**src/rtl/rta_pkg.sv**
```systemverilog
package rta_pkg;
  // Strobes from control to datapath, one cycle each
  typedef struct packed {
    logic clear;    // force counter to zero
    logic inc;      // step up (datapath saturates)
    logic dec;      // step down (datapath saturates)
    logic capture;  // copy counter into result register
  } rtaStrobe_t;

  typedef enum logic [1:0] {
    ST_IDLE  = 2'd0,
    ST_RAMP  = 2'd1,
    ST_DONE  = 2'd2,
    ST_TRACK = 2'd3
  } rtaState_t;
endpackage

```
**src/rtl/rta_datapath.sv**
```systemverilog
module rta_datapath
  import rta_pkg::*;
#(
  parameter int W = 8
) (
  input  logic         clk,
  input  logic         rstN,
  input  rtaStrobe_t   strb,
  output logic [W-1:0] count,
  output logic [W-1:0] result,
  output logic         atMax
);
  localparam logic [W-1:0] MAX_CODE  = {W{1'b1}};
  localparam logic [W-1:0] ZERO_CODE = '0;

  logic atZero;
  assign atMax  = (count == MAX_CODE);
  assign atZero = (count == ZERO_CODE);

  always_ff @(posedge clk) begin
    if (!rstN) begin
      count  <= ZERO_CODE;
      result <= ZERO_CODE;
    end else begin
      if (strb.clear)                count <= ZERO_CODE;
      else if (strb.inc && !atMax)   count <= count + 1'b1;
      else if (strb.dec && !atZero)  count <= count - 1'b1;
      if (strb.capture)              result <= count;
    end
  end

  // the counter never wraps from all ones to zero except by clear
  p_no_wrap_r6: assert property (@(posedge clk) disable iff (!rstN)
    ($past(count) == MAX_CODE && !$past(strb.clear)) |-> count != ZERO_CODE);

  // the counter never wraps from zero to all ones
  p_no_underflow_r8: assert property (@(posedge clk) disable iff (!rstN)
    ($past(count) == ZERO_CODE && !$past(strb.inc)) |-> count == ZERO_CODE);

  // outside a clear, the code moves by at most one step per clock
  p_unit_step_r3: assert property (@(posedge clk) disable iff (!rstN)
    !$past(strb.clear) |->
      (count == $past(count)) || (count == $past(count) + 1'b1) ||
      (count == $past(count) - 1'b1));
endmodule

```
**src/rtl/rta_control.sv**
```systemverilog
module rta_control
  import rta_pkg::*;
(
  input  logic       clk,
  input  logic       rstN,
  input  logic       startReq,
  input  logic       trackMode,
  input  logic       cmpAbove,
  input  logic       atMax,
  output rtaStrobe_t strb,
  output logic       resultValid,
  output logic       fullScale
);
  rtaState_t state;
  logic      prevUp;    // direction of the previous tracking step
  logic      havePrev;  // a previous tracking step exists
  logic      wantUp;

  assign wantUp = !cmpAbove;

  always_comb begin
    strb = '0;
    if (trackMode) begin
      if (state == ST_TRACK) begin
        strb.inc     = wantUp;
        strb.dec     = !wantUp;
        strb.capture = havePrev && (prevUp != wantUp);
      end
    end else if (startReq) begin
      strb.clear = 1'b1;
    end else if (state == ST_RAMP) begin
      if (cmpAbove || atMax) strb.capture = 1'b1;
      else                   strb.inc     = 1'b1;
    end
  end

  always_ff @(posedge clk) begin
    if (!rstN) begin
      state       <= ST_IDLE;
      resultValid <= 1'b0;
      fullScale   <= 1'b0;
      prevUp      <= 1'b0;
      havePrev    <= 1'b0;
    end else if (trackMode) begin
      fullScale <= 1'b0;
      if (state != ST_TRACK) begin
        state       <= ST_TRACK;
        resultValid <= 1'b0;
        havePrev    <= 1'b0;
      end else begin
        resultValid <= strb.capture;
        prevUp      <= wantUp;
        havePrev    <= 1'b1;
      end
    end else if (startReq) begin
      state       <= ST_RAMP;
      resultValid <= 1'b0;
      fullScale   <= 1'b0;
    end else begin
      unique case (state)
        ST_TRACK: begin
          state       <= ST_IDLE;
          resultValid <= 1'b0;
        end
        ST_RAMP: begin
          if (cmpAbove) begin
            state       <= ST_DONE;
            resultValid <= 1'b1;
          end else if (atMax) begin
            state       <= ST_DONE;
            resultValid <= 1'b1;
            fullScale   <= 1'b1;
          end
        end
        default: ;
      endcase
    end
  end

  // a ramp start always leaves the result invalid
  p_start_clears_r2: assert property (@(posedge clk) disable iff (!rstN)
    (startReq && !trackMode) |=> !resultValid && !fullScale);
endmodule

```
**src/rtl/ramp_track_adc.sv**
```systemverilog
module ramp_track_adc
  import rta_pkg::*;
#(
  parameter int W = 8
) (
  input  logic         clk,
  input  logic         rstN,
  input  logic         startReq,
  input  logic         trackMode,
  input  logic         cmpAbove,
  output logic [W-1:0] dacCode,
  output logic [W-1:0] resultCode,
  output logic         resultValid,
  output logic         fullScale
);
  localparam logic [W-1:0] MAX_CODE = {W{1'b1}};

  rtaStrobe_t strb;
  logic       atMax;

  rta_control u_ctrl (
    .clk(clk), .rstN(rstN), .startReq(startReq), .trackMode(trackMode),
    .cmpAbove(cmpAbove), .atMax(atMax), .strb(strb),
    .resultValid(resultValid), .fullScale(fullScale)
  );

  rta_datapath #(.W(W)) u_dp (
    .clk(clk), .rstN(rstN), .strb(strb),
    .count(dacCode), .result(resultCode), .atMax(atMax)
  );

  // a finished ramp keeps its code frozen
  p_ramp_hold_r5: assert property (@(posedge clk) disable iff (!rstN)
    (resultValid && !trackMode && !startReq) |=> $stable(dacCode));

  // a ramp result appears only after a comparator trip or at full scale
  p_trip_before_valid_r4: assert property (@(posedge clk) disable iff (!rstN)
    ($rose(resultValid) && !$past(trackMode)) |-> ($past(cmpAbove) || fullScale));

  // full scale flag implies an all-ones valid result
  p_full_scale_code_r6: assert property (@(posedge clk) disable iff (!rstN)
    fullScale |-> (resultValid && resultCode == MAX_CODE));
endmodule

```
**config.mk**
```make
export PLATFORM = sky130hd
export DESIGN_NAME = ramp_track_adc
export DESIGN_NICKNAME = d
export VERILOG_FILES = /design/src/rtl/rta_pkg.sv /design/src/rtl/rta_datapath.sv /design/src/rtl/rta_control.sv /design/src/rtl/ramp_track_adc.sv
export SDC_FILE = /design/constraint.sdc
export NUM_CORES = 1
export LEC_CHECK = 0
export ABC_AREA = 1
export ABC_CLOCK_PERIOD_IN_PS = 2200
export BUFFER_PORTS_ARGS = -buffer_cell sky130_fd_sc_hd__buf_2
export CORE_MARGIN = 5
export CORE_UTILIZATION = 35
export CTS_BUF_LIST = sky130_fd_sc_hd__clkbuf_8 sky130_fd_sc_hd__clkbuf_16
export CTS_CLUSTER_DIAMETER = 80
export DETAILED_ROUTE_END_ITERATION = 16
export MAX_ROUTING_LAYER = met4
export PLACE_DENSITY_LB_ADDON = 0.05
export SETUP_SLACK_MARGIN = 0.15
export SYNTH_ARGS = -nofsm -noshare
export SYNTH_HDL_FRONTEND = slang
export SYNTH_SLANG_ARGS = --single-unit
```
**constraint.sdc**
```tcl
create_clock -name clk -period 2.2 [get_ports clk]
set_input_delay 0.66 -clock clk [delete_from_list [all_inputs] [get_ports clk]]
set_output_delay 0.66 -clock clk [all_outputs]
set_load 0.02 [all_outputs]
```
# ---- Word level (Yosys, flattened, before mapping)
# Index checks and enable logic that the tools add are counted.
dict set report word_totals {
  reg_bits 22
  in_bits 5
  output_inout_bits 18
  wordCells 62
}
dict set report op_classes {
  addsub 2
  n_eq_ne 7
  muxes 27
  bitwise 3
  reduce_logical 16
}
# cell n
set op_table {}
lappend op_table {{1-bit 2-to-1 mux} 17}
lappend op_table {{8-bit 2-to-1 mux} 2}
lappend op_table {{2-bit 2-to-1 mux} 5}
lappend op_table {{8-bit by 1-bit adder with 8-bit output, second input constant} 1}
lappend op_table {{8-bit == test, second input constant} 1}
lappend op_table {{8-bit logical NOT} 1}
lappend op_table {{8-bit by 1-bit subtractor with 8-bit output, second input constant} 1}
lappend op_table {{3-bit AND reduction} 2}
lappend op_table {{5-bit by 4-bit inequality test with 1-bit output, second input constant} 1}
lappend op_table {{2-bit case mux with 2 select lines} 1}
lappend op_table {{2-bit AND reduction} 2}
lappend op_table {{4-bit nonzero test} 1}
lappend op_table {{1-bit logical AND} 3}
lappend op_table {{1-bit logical NOT} 3}
lappend op_table {{3-bit 2-to-1 mux} 1}
lappend op_table {{1-bit inverter} 3}
lappend op_table {{3-bit OR reduction} 1}
lappend op_table {{2-bit by 1-bit == test with 1-bit output, second input constant} 1}
lappend op_table {{2-bit == test, second input constant} 1}
lappend op_table {{2-bit by 1-bit inequality test with 1-bit output, second input constant} 1}
lappend op_table {{2-bit inequality test, second input constant} 1}
lappend op_table {{1-bit case mux with 2 select lines} 1}
lappend op_table {{2-bit nonzero test} 1}
lappend op_table {{2-bit OR reduction} 1}
lappend op_table {{2 further kinds} 2}

# ---- Logic depth before layout (Yosys ltp)
dict set report depth {
  word_depth 8
  ltp_mapped 14
  depth_no_buf 14
}

# ---- Hierarchy
# From an unflattened synthesis, not the netlist that was laid out.
dict set report unflattened {
  cells_unflattened 179
  hier_area_um2 1260.0
}
# mod n_inst cells_each area_per_inst_um2 seq_area_each_um2
set modules_own_cells {}
lappend modules_own_cells {rta_datapath 1 127 922.1 320.3}
lappend modules_own_cells {rta_control 1 52 337.8 120.1}

# ---- Worst setup path before layout
# Ideal clock, no wire load.
dict set report synth_path {
  kind {input -> register}
  from {in trackMode}
  to {reg u_dp.count[7]}
  setup_time_ns 0.115
  arrival_ns 2.020
  required_ns 2.085
  path_slack_ns 0.064
  path_stages 13
  path_buffers 0
  cell_sequence {nor2_2 > nand3_1 > nand2_2 > nand2_4 > ha_1 > nand2_1 > nand2_1 > a21oi_1 > nand2_1 > nand2_1 > nand3_1 > nand2_1 > nor2_1}
}
dict set report synth_via {
  elab_chain_cells 3
  word_cells_on_any_way 8
  cone_classes {4 x mux; 4 x reduce/logical}
}
# element line
set synth_lines {}
lappend synth_lines {{start: declaration} ramp_track_adc.sv:9} ;# input logic trackMode,
lappend synth_lines {{1-bit 2-to-1 mux} rta_control.sv:23} ;# if (trackMode) begin
lappend synth_lines {{1-bit logical AND (on tied branches)} {rta_datapath.sv:26, rta_datapath.sv:27}}
lappend synth_lines {{8-bit 2-to-1 mux / 2-bit nonzero test (equally long branches)} n/a}
lappend synth_lines {{end signal: assignment} rta_datapath.sv:26} ;# else if (strb.inc && !atMax) count <= count + 1'b1;
lappend synth_lines {{end signal: assignment} rta_datapath.sv:27} ;# else if (strb.dec && !atZero) count <= count - 1'b1;
lappend synth_lines {{end: declaration} rta_datapath.sv:9} ;# output logic [W-1:0] count,
# Parallel ways exist; a longest one is shown, timed or not.
# A chain may end at the register's enable or synchronous reset.

# ---- Worst setup path after layout
dict set report layout_path {
  from {in startReq}
  to {reg u_dp.count[7]}
}
dict set report layout_via {
  elab_chain_cells 4
  word_cells_on_any_way 8
  cone_classes {5 x mux; 3 x reduce/logical}
}
# element line
set layout_lines {}
lappend layout_lines {{start: declaration} ramp_track_adc.sv:8} ;# input logic startReq,
lappend layout_lines {{1-bit 2-to-1 mux} rta_control.sv:29} ;# end else if (startReq) begin
lappend layout_lines {{1-bit 2-to-1 mux} rta_control.sv:23}
lappend layout_lines {{1-bit logical AND} rta_datapath.sv:26}
lappend layout_lines {{8-bit 2-to-1 mux / 2-bit nonzero test (equally long branches)} n/a}
# Parallel ways exist; a longest one is shown, timed or not.

==> qor.txt <==
Result of the run -> completed
Reg2reg setup slack -> 0.16 ns
FF-to-FF Start -> u_ctrl.state[0]$_SDFFE_PN0P_
Total internal power -> 0.762 mW
Drt drc -> 0
Sequential share of power -> 0.403
Fmax -> 487 MHz
I/O Buffers -> 22
Commonest non-fill, non-tap cell in the layout -> nor2_1
Switching share of power -> 0.276
CTS Buf Count -> 3
Synthesized area per cell -> 6.86 um^2
Min-Delay Endpoint -> u_ctrl.resultValid$_SDFFE_PN0P_
Clock share of power -> 0.359
DR WL/cell -> 12.2 um
Setup CP Type -> input pin to flip-flop
Net switching power -> 0.291 mW
Area Growth Syn to Fin -> 45.4%
Worst-path clk slew -> 0.08 ns
Post-Synthesis Cells -> 187
R2R Path End -> u_dp.count[7]$_SDFFE_PP0P_
Hold depth -> 2
Hold_sp -> u_ctrl.resultValid$_SDFFE_PN0P_
DIE HEIGHT -> 70.6 um
Post-synthesis sequential area ratio -> 0.343
CORE AREA -> 3610 um^2
Vias in the first global route -> 1,311
Grt total ovfl -> 0
Synthesis Warnings -> 0
Fill cell count -> 365
Post-DR vias/cell -> 4.71
Tcrit/Tclk final -> 0.933
Initial DRC Count -> 50
Vias -> 1,353
CP Launch Point -> startReq
Met2 usage -> 0.252
Power share of the combinational group -> 0.239
Least-Margin Pin Slew -> 0.217 ns
Share of cells above drive strength 1 -> 0.356
Die width -> 70.6 um
Drt pass-1 iters -> 4
Initial Utilization -> 0.356
Startpoint types -> input pin
CTS root buf -> clkbuf_8
Fin. max-slew vios -> 0
Clk sinks -> 22
Tot GR Track Use -> 0.144
IO Count -> 23
CP Max Fanout -> 5
Lkg Pwr -> 0.949 nW
Final hold vios -> 0
Syn Nets -> 200
Gr busiest metal -> met2
Pin count of the biggest net entering global routing -> 14
Routed Antenna Nets -> 0
CTS H-Tree Depth -> 1
TritonCTS clock tree -> yes
Final #Nets -> 253
Die area -> 4980 um^2
Global-route wire length before repair -> 5.67 mm
Clock buffer depth -> 2
Placer congestion estimate -> 0.930
GRT met1 Usage -> 0.176
CP Capture Type -> flip-flop
Max VDD drop -> 209 uV
GR met3 Demand/Resource -> 0.0199
Post-Route Utilization -> 0.518
Min Tclk post-route -> 2.05 ns
Post-DP HPWL -> 2.61 mm
RSZ-0062 raised after global routing -> no
Worst r2r path cells -> 12
Max Cap Viol -> 0
Most frequent cells in the layout -> nor2_1 (38), nand2_1 (35), buf_4 (26)
FF/Latch Area -> 440 um^2
Critical Path AT -> 2.22 ns
Row count -> 22
Skew-Pair Late Insertion Delay -> 0.26 ns
Worst path required time -> 2.36 ns
Hold crit path type -> flip-flop to flip-flop
Cell Pwr Density -> 564 nW/um^2
Clock Skew -> 0.00288 ns
Slew margin rel. -> 0.855
Detailed Route WL -> 3.50 mm
Ant. Diodes -> 0
Mapped cell area -> 1280 um^2
Area of the multi-input gates -> 901 um^2
Post-synthesis sequential element count -> 22
Count of cell types in the netlist -> 26
Setup Viol. Count Final -> 0
Final Power -> 1.05 mW
Initial antenna violation count -> 0
==> registers in the layout, summed over array words and instances (netlist names) <==
| name | flops |
|---|---|
| u_ctrl.prevUp | 1 |
| u_dp.result | 8 |
| u_dp.count | 8 |
| u_ctrl.fullScale | 1 |
| u_ctrl.state | 2 |
| u_ctrl.havePrev | 1 |
| u_ctrl.resultValid | 1 |
==> cell type report <==
| type | count | area share |
|---|---|---|
| inverters | 23 | 0.0476 |
| clock inverters | 1 | 0.0161 |
| clock buffers | 3 | 0.0221 |
| repair buffers | 48 | 0.164 |
| well taps | 48 | 0.0322 |
| multi-input cells | 142 | 0.483 |
| flip-flops and latches | 22 | 0.236 |
==> through the flow <==
stage | instances | TNS [ns] | hold slack (ns) | setup slack, ns | cell area, um^2
floorplan | 187 | 0 | 0.444 | 0.0706 | 1300
global placement | 281 | -0.230 | 0.458 | -0.0821 | 1650
detailed placement | 281 | -0.371 | 0.464 | -0.127 | 1650
CTS | 285 | 0 | 0.476 | 0.158 | 1720
global route | 287 | 0 | 0.501 | 0.0184 | 1870
finish | 287 | 0 | 0.474 | 0.147 | 1870
==> worst max-delay path: stages <==
cell	delay [ns]
buf_2	0.12
nor2_4	0.12
nand3_2	0.12
nand2_4	0.14
nand2_8	0.09
ha_1	0.28
nand3_1	0.11
nand3_2	0.14
nand2_2	0.11
nand3_1	0.12
a21oi_2	0.15
nor2_1	0.05
==> Yosys cell counts <==
library cell / count / area share
a211oi_1: 1 / 0.0059
a21oi_1: 9 / 0.035
a21oi_2: 1 / 0.0068
clkbuf_1: 1 / 0.0029
dfxtp_1: 22 / 0.34
fa_1: 1 / 0.016
ha_1: 7 / 0.068
inv_1: 20 / 0.058
inv_2: 2 / 0.0059
inv_4: 1 / 0.0049
nand2_1: 41 / 0.12
nand2_2: 2 / 0.0097
nand2_4: 2 / 0.018
nand2_8: 1 / 0.016
nand3_1: 9 / 0.035
nand4_1: 2 / 0.0097
nor2_1: 38 / 0.11
nor2_2: 3 / 0.015
nor2_4: 1 / 0.0088
nor3_1: 2 / 0.0078
o211a_1: 1 / 0.0078
o21ai_0: 15 / 0.058
o21ai_1: 1 / 0.0039
o21ai_4: 1 / 0.013
xnor2_1: 1 / 0.0068
xor2_1: 2 / 0.014
==> cell families after synthesis <==
group	after synthesis	synth area share
simple gates	101	0.350
compound gates	29	0.131
buf+inv	24	0.0721
flops	22	0.343
fa+ha+maj	8	0.0838
xor+xnor	3	0.0205
==> power by group through the flow <==
stage	sequential, mW	combinational, mW	clock, mW
3_5_place_dp	0.433	0.220	0
6_report	0.424	0.251	0.378
5_1_grt	0.426	0.280	0.409
3_3_place_gp	0.433	0.217	0
2_1_floorplan	0.452	0.117	0
4_1_cts	0.424	0.221	0.387
==> worst max path at each step <==
stage               cells after the start                    endpoint  slack (ns)
finish                                 12  u_dp.count[7]$_SDFFE_PP0P_        0.15
detailed placement                     14  u_dp.count[6]$_SDFFE_PP0P_       -0.13
floorplan                              13  u_dp.count[6]$_SDFFE_PP0P_        0.07
global route                           14  u_dp.count[7]$_SDFFE_PP0P_        0.02
CTS                                    14  u_dp.count[6]$_SDFFE_PP0P_        0.16
global placement                       14  u_dp.count[6]$_SDFFE_PP0P_       -0.08
==> routing by layer <==
layer,vias to the layer above,wire [um]
li1,699,-
met1,619,1550
met2,31,1750
met3,4,178
met4,0,24
met5,-,0
==> what timing repair did <==
action,CTS,global route
setup buffers,0,1
hold buffers,0,0
setup endpoints to repair,0,4
endpoints found under the hold margin,0,0
gates resized for setup,0,23
Note: power is estimated with default switching activity, not from simulation.
